--- src/rtl/tpb_pkg.sv ---
package tpb_pkg;
    localparam int WORD_W = 16;
    localparam logic [WORD_W-1:0] ERASED_WORD = '1;

    typedef enum logic [1:0] {
        ST_EMPTY   = 2'd0,
        ST_FILLING = 2'd1,
        ST_WRITING = 2'd2
    } tpb_state_e;
endpackage

--- src/rtl/tpb_ctrl.sv ---
module tpb_ctrl
    import tpb_pkg::*;
(
    input  logic clk,
    input  logic rst_n,
    input  logic load_en,
    input  logic clear_cmd,
    input  logic ee_write,
    input  logic pgwr_start,
    input  logic pgwr_done,
    output logic wipe,
    output logic accept,
    output logic busy
);
    tpb_state_e state, state_nx;

    always_comb begin
        state_nx = state;
        unique case (state)
            ST_EMPTY: begin
                if (pgwr_start)
                    state_nx = ST_WRITING;
                else if (load_en && !clear_cmd)
                    state_nx = ST_FILLING;
            end
            ST_FILLING: begin
                if (clear_cmd || ee_write)
                    state_nx = ST_EMPTY;
                else if (pgwr_start)
                    state_nx = ST_WRITING;
            end
            ST_WRITING: begin
                if (pgwr_done)
                    state_nx = ST_EMPTY;
            end
            default: state_nx = ST_EMPTY;
        endcase
    end

    always_ff @(posedge clk) begin
        if (!rst_n)
            state <= ST_EMPTY;
        else
            state <= state_nx;
    end

    always_comb begin
        wipe   = 1'b0;
        accept = 1'b0;
        busy   = 1'b0;
        unique case (state)
            ST_EMPTY: begin
                wipe   = clear_cmd;
                accept = load_en && !clear_cmd && !pgwr_start;
            end
            ST_FILLING: begin
                wipe   = clear_cmd || ee_write;
                accept = load_en && !clear_cmd && !ee_write && !pgwr_start;
            end
            ST_WRITING: begin
                wipe = pgwr_done;
                busy = 1'b1;
            end
            default: wipe = 1'b1;
        endcase
    end
endmodule

--- src/rtl/tpb_index.sv ---
module tpb_index #(
    parameter int PAGE_WORDS = 16,
    parameter int ADDR_W     = 16
) (
    input  logic                  accept,
    input  logic [ADDR_W-1:0]     load_addr,
    output logic [PAGE_WORDS-1:0] slot_we
);
    localparam int IDX_W = (PAGE_WORDS > 1) ? $clog2(PAGE_WORDS) : 1;

    logic [IDX_W-1:0] idx;
    logic             unused_addr_bits;

    assign idx              = load_addr[IDX_W:1];
    assign unused_addr_bits = ^{load_addr[0], load_addr[ADDR_W-1:IDX_W]};

    for (genvar i = 0; i < PAGE_WORDS; i++) begin : g_dec
        assign slot_we[i] = accept && (idx == IDX_W'(i));
    end
endmodule

--- src/rtl/tpb_slot.sv ---
module tpb_slot
    import tpb_pkg::*;
(
    input  logic              clk,
    input  logic              rst_n,
    input  logic              wipe,
    input  logic              we,
    input  logic [WORD_W-1:0] wdata,
    output logic [WORD_W-1:0] word,
    output logic              filled
);
    always_ff @(posedge clk) begin
        if (!rst_n || wipe) begin
            word   <= ERASED_WORD;
            filled <= 1'b0;
        end else if (we && !filled) begin
            word   <= wdata;
            filled <= 1'b1;
        end
    end
endmodule

--- src/rtl/tpb_page_buffer.sv ---
module tpb_page_buffer
    import tpb_pkg::*;
#(
    parameter int PAGE_WORDS = 16,
    parameter int ADDR_W     = 16
) (
    input  logic                         clk,
    input  logic                         rst_n,
    input  logic                         load_en,
    input  logic [ADDR_W-1:0]            load_addr,
    input  logic [WORD_W-1:0]            load_data,
    input  logic                         clear_cmd,
    input  logic                         ee_write,
    input  logic                         pgwr_start,
    input  logic                         pgwr_done,
    output logic [PAGE_WORDS*WORD_W-1:0] page_data,
    output logic [PAGE_WORDS-1:0]        word_valid,
    output logic                         write_busy
);
    logic                  wipe, accept;
    logic [PAGE_WORDS-1:0] slot_we;

    tpb_ctrl u_ctrl (
        .clk        (clk),
        .rst_n      (rst_n),
        .load_en    (load_en),
        .clear_cmd  (clear_cmd),
        .ee_write   (ee_write),
        .pgwr_start (pgwr_start),
        .pgwr_done  (pgwr_done),
        .wipe       (wipe),
        .accept     (accept),
        .busy       (write_busy)
    );

    tpb_index #(.PAGE_WORDS(PAGE_WORDS), .ADDR_W(ADDR_W)) u_index (
        .accept    (accept),
        .load_addr (load_addr),
        .slot_we   (slot_we)
    );

    for (genvar i = 0; i < PAGE_WORDS; i++) begin : g_slot
        tpb_slot u_slot (
            .clk    (clk),
            .rst_n  (rst_n),
            .wipe   (wipe),
            .we     (slot_we[i]),
            .wdata  (load_data),
            .word   (page_data[i*WORD_W +: WORD_W]),
            .filled (word_valid[i])
        );
    end
endmodule

--- config.mk ---
export PLATFORM = sky130hd
export DESIGN_NAME = tpb_page_buffer
export DESIGN_NICKNAME = d
export VERILOG_FILES = /design/src/rtl/tpb_pkg.sv /design/src/rtl/tpb_ctrl.sv /design/src/rtl/tpb_index.sv /design/src/rtl/tpb_slot.sv /design/src/rtl/tpb_page_buffer.sv
export SDC_FILE = /design/constraint.sdc
export NUM_CORES = 1
export LEC_CHECK = 0
export CAP_MARGIN = 20
export CORE_ASPECT_RATIO = 1.4
export CORE_UTILIZATION = 63
export DETAILED_ROUTE_END_ITERATION = 16
export DONT_BUFFER_PORTS = 1
export PLACE_DENSITY = 0.89
export SYNTH_ARGS = -nofsm -noshare
export SYNTH_HDL_FRONTEND = slang
export SYNTH_SLANG_ARGS = --single-unit
export TNS_END_PERCENT = 1
--- constraint.sdc ---
create_clock -name clk -period 4.4 [get_ports clk]
set_input_delay 0.88 -clock clk [delete_from_list [all_inputs] [get_ports clk]]
set_output_delay 0.88 -clock clk [all_outputs]
set_load 0.05 [all_outputs]
-- Word-level counts from Yosys, hierarchy flattened
Index checks and enable logic that the tools add are counted.
- bits in registers: 274
- bits in latches: 0
- RAM bits: 0
- ROM bits: 0
- bits of input ports: 39
- output and inout bits: 273
- logic and storage cells: 123
- memories kept: 0
- $add $sub $neg: 0
- multipliers: 0
- div/mod/pow operators: 0
- order comparisons: 0
- equality and inequality tests: 20
- shift operators: 0
- multiplexer cells: 9
- bitwise operators: 0
- reductions and logical operators: 61
- operator list (operator ; count):
    $logic_and 1x1->1 ; 36
    $eq 4x4->1 const B ; 8
    $logic_not 1->1 ; 20
    $eq 4x3->1 const B ; 4
    $mux 2 ; 5
    $eq 4x2->1 const B ; 2
    $ne 3x2->1 const B ; 2
    $pmux 2 s3 ; 1
    $eq 4x1->1 const B ; 1
    $logic_not 4->1 ; 1
    $pmux 1 s3 ; 1
    $reduce_and 3->1 ; 1
    $eq 2x1->1 const B ; 1
    $eq 2x2->1 const B ; 1
    $logic_not 2->1 ; 1
    $logic_or 1x1->1 ; 2
    $ne 2x2->1 const B ; 1
    $pmux 1 s2 ; 1
    $mux 1 ; 1

-- Longest topological paths before layout
- depth in word-level cells: 7
- mapped depth: 8
- gate-level depth less buffers: 3

-- By module
A second synthesis with hierarchy kept.
- cell total of the unflattened synthesis: 1238
- area total of the unflattened synthesis: 12737.2 um^2
- by module, submodules not included (module ; instances ; cells an instance ; area each (um^2) ; sequential area each (um^2)):
    tpb_slot ; 16 ; 75 ; 780.7 ; 340.3
    tpb_ctrl ; 1 ; 15 ; 127.6 ; 40.0
    tpb_index ; 1 ; 23 ; 117.6 ; 0.0

-- Least setup slack after synthesis
Ideal clock, no wire load.
- kind: input -> register
- from: input port load_addr[2]
- to: register g_slot[4].u_slot.word[11]
- library setup time: 0.143 ns
- data arrival time: 2.243 ns
- data required time: 4.257 ns
- slack: 2.014 ns
- stages: 6
- buffers on the path: 3
- path through: buf_6 -> or4b_4 -> buf_6 -> nor4_4 -> buf_6 -> o211ai_1
- longest elaborated chain between the ends: 3
- RTL lines (element ; RTL line ; text):
    start, declared ; tpb_page_buffer.sv:10 ; input logic [ADDR_W-1:0] load_addr,
    $eq 4x3->1 ; tpb_index.sv:18 ; assign slot_we[i] = accept && (idx == IDX_W'(i));
    $logic_and 1x1->1 ; tpb_index.sv:18 ;
    $logic_and 1x1->1 ; tpb_slot.sv:16 ; end else if (we && !filled) begin
    end signal, assigned ; tpb_slot.sv:17 ; word <= wdata;
    end, declared ; tpb_slot.sv:9 ; output logic [WORD_W-1:0] word,
Every way passes these cells.
A chain may end at the register's enable or synchronous reset.

-- Worst setup path in the final report
- from: register u_ctrl.state[1]
- to: output port write_busy
- longest elaborated chain between the ends: 2
- RTL lines (element ; RTL line ; text):
    start, declared ; tpb_ctrl.sv:15 ; tpb_state_e state, state_nx;
    start signal, assigned ; tpb_ctrl.sv:44 ; state <= state_nx;
    $eq 2x2->1 ; tpb_ctrl.sv:51 ; unique case (state)
    $mux 1 ; tpb_ctrl.sv:51 ;
    end, declared ; tpb_page_buffer.sv:18 ; output logic write_busy
Every way passes these cells.

==> summary.md <==
| Metric | Value |
|---|---|
| CP endpoint kind | `primary output` |
| Final hold vios | `0` |
| Worst setup SP type | `register` |
| Setup Fix Bufs, Post-CTS | `0` |
| Yosys reg bits | `274` |
| CP max FO | `8` |
| Setup ws final | `between 1500 and 2000 ps` |
| Grt peak-use layer | `met2` |
| FMAX | `362 MHz` |
| Row cnt | `58` |
| Hold_buf cts | `0` |
| Area grow syn2layout | `5.62%` |
| I/O Pins | `approximately 310` |
| Total Die Area | `between 15000 and 20000 um2` |
| Initial Util | `0.643` |
| Final Setup Violations | `0` |
| Status | `finished, final reports clean` |
| All-layer global routing usage | `0.374` |
| Final core occ | `0.679` |
| Count of pins over their slew limit | `0` |
| CTS Buffer Depth | `3` |
| Via density | `7.17` |
| First-pass GRT wire length | `around 54 mm` |
| Crit-path cells | `nor2b_1` |
| Worst path max stage delay | `between 800 and 900 ps` |
| Vias | `between 10000 and 15000` |
| First DRT Iteration DRCs | `between 1000 and 1500` |
| Worst clock skew | `approximately 12 ps` |
| H-tree levels | `1` |
| CTS tree | `done` |
| Antenna violations before repair | `0` |
| Clock buffer count from CTS | `24` |
| Netlist cell types | `43` |
| Top delay family on crit path | `simple AND/OR/NAND/NOR gates` |
| CP Data Required Time | `between 3000 and 4000 ps` |
| Pin count of the biggest net entering global routing | `roughly 160` |
| Die X | `about 120 um` |
| Comb power frac | `0.058` |
| Tightest Pin Transition | `approximately 1100 ps` |
| Number of global-route vias before repair | `9154` |
| Sink Count | `around 270` |
| Root buffer cell | `clkbuf_16` |
| Inst Count DP | `approximately 1400` |
| Internal | `just under 4 mW` |
| Mean post-synth cell area | `~9.1 um2` |
| Max-cap violations | `0` |
| RSZ-0062 raised after global routing | `no` |
| Netlist Area Pre-Place | `approximately 12000 um2` |
| Hold WC Path Type | `in2reg` |
| Critical path class | `reg2out` |
| Remaining Overflow, GRT | `0` |
| Routed wire length | `roughly 37 mm` |
| Die height | `about 160 um` |
| Met1 usage | `0.448` |
| Worst-Skew Late Latency | `~520 ps` |
| Seq pwr share | `0.494` |
| GR Util met2 | `0.579` |
| Pre-CTS setup slack | `1390 ps` |
| Core area | `17900 um2` |
| Final nets | `around 1200` |
| Cell Count, Final, Fillers Out | `1406` |
| VDD IR max | `0.330 mV` |
| Grt met3 use | `0.100` |
| Relative slew slack | `0.246` |
| Critical Path AT | `roughly 1900 ps` |
| ANT cells | `0` |
| Critical path's slowest cell | `nor2b_1` |
| Post-route setup TNS | `0 ps` |
| DRC viols | `0` |
| Share of cells above drive strength 1 | `0.0806` |
| Clk pwr share | `0.448` |
| IO Port Bufs | `0` |
| Post-synthesis sequential area ratio | `0.476` |
| Pwr/cell area | `421 nW/um2` |
| Clk slew on worst S/H paths | `around 80 ps` |
| Placer Congestion | `0.824` |
| Mapped Cells | `roughly 1300` |
| Post-DP HPWL | `between 20 and 25 mm` |
| Sw power | `roughly 1.2 mW` |
| Syn_nets | `approximately 1300` |
| DRT antenna net count | `0` |
| Final worst path period share | `0.627` |
| Post-cts resize count | `0` |
| Wire per inst | `between 20 and 30 um` |
| Tmin final | `~2800 ps` |
| Ys Warns | `0` |
| WP buf/inv | `0` |
| Switch share | `0.238` |
| Pleak | `between 5 and 6 nW` |
| Drt first pass iters | `5` |
[synth_stat cells (all sizes together)]
cell     number  area, um2
mux2i         2       20.0
nand3         3       15.0
nor4bb        3       30.0
a22o          1       8.76
nor4b         2       17.5
a21o          1       7.51
a31oi         6       37.5
o211ai      250       1880
and4b         2       20.0
nor4         16        233
o31ai        42        315
or4b          1       13.8
or3b          2       17.5
nor3b         9       77.6
dfxtp       274       5490
nand2b        4       25.0
clkbuf       99        373
inv         226        848
or3           4       25.0
and3b         3       26.3
buf          72        438
a211oi        1       12.5
o21a         13       97.6
nand2         2       7.51
and3          1       6.26
o21ai         6       30.0
nor3          9       66.3
nand4bb       2       22.5
a21boi        4       30.0
nand4       208       1300
nor2b         2       12.5
a211o         1       8.76
nand4b        1       8.76
[stage by stage]
stage | total power, mW | hold WS (ps) | cell area (um2)
after floorplan | 2.84 | 457 | 11500
after global placement | 2.87 | 675 | 11300
after detailed placement | 2.87 | 712 | 11300
after CTS | 5.12 | 493 | 12200
after global routing | 5.24 | 500 | 12200
final | 5.12 | 504 | 12200
[final timing paths]
check	slack, ps	end	cells past startpoint	from
max	1640	write_busy	1	u_ctrl.state[1]
min	500	u_ctrl.state[0]	1	rst_n
max reg2reg	1840	g_slot[2].u_slot.word[3]	4	u_ctrl.state[0]
min reg2reg	730	u_ctrl.state[1]	3	u_ctrl.state[1]
[placed cells by master (no fill, tap or decap), drive strengths merged]
cell type and instances:
and3 1, o211ai 250, nor3 9, nand4b 1
mux2i 2, clkbuf 30, nor4bb 3, inv 227
nand2b 4, nand2 2, o31ai 42, a31oi 6
nand3 3, nor4 16, or3 4, or3b 2
or4b 1, clkinv 6, a21boi 4, and4b 2
nand4bb 2, a22o 1, nor4b 2, buf 22
bufinv 4, nand4 208, o21ai 6, clkinvlp 2
o21a 13, a211oi 1, nor2b 2, a21o 1
nor3b 9, a211o 1, and3b 3, dfxtp 274
[layer usage]
layer	wire length [um]	vias up
met2	16900	774
met4	2840	0
met1	12800	4756
li1	-	4367
met3	4430	189
met5	0	-
[power groups by stage]
stage	sequential, mW	combinational (mW)	clock [mW]
after floorplan	2.58	0.263	0
after global placement	2.58	0.284	0
after detailed placement	2.59	0.285	0
after CTS	2.53	0.286	2.31
after global routing	2.53	0.314	2.40
final	2.53	0.298	2.30
[cell type report]
class | instances | area, um2
tap | 240 | 300
sequential | 274 | 5490
timing repair buffer | 22 | 219
multi-input combinational | 601 | 4450
inverter | 226 | 848
clock buffer | 30 | 694
clock inverter | 13 | 174
fill | 1341 | 5760
[logic make-up (layout without fill, tap and decap cells)]
logic type             count (synthesis)  count (layout)  synth area share
DFF                                  274             274             0.476
buffers and inverters                397             291             0.144
AOI/OAI and AO/OA                    325             325             0.211
and+or+nand+nor                      274             274             0.167
muxes                                  2               2           0.00174
[registers in the layout, summed over array words and instances (netlist names)]
name	count
u_ctrl.state	2
g_slot.u_slot.word	256
g_slot.u_slot.filled	16
No activity file was read; power rests on OpenSTA's default activity.
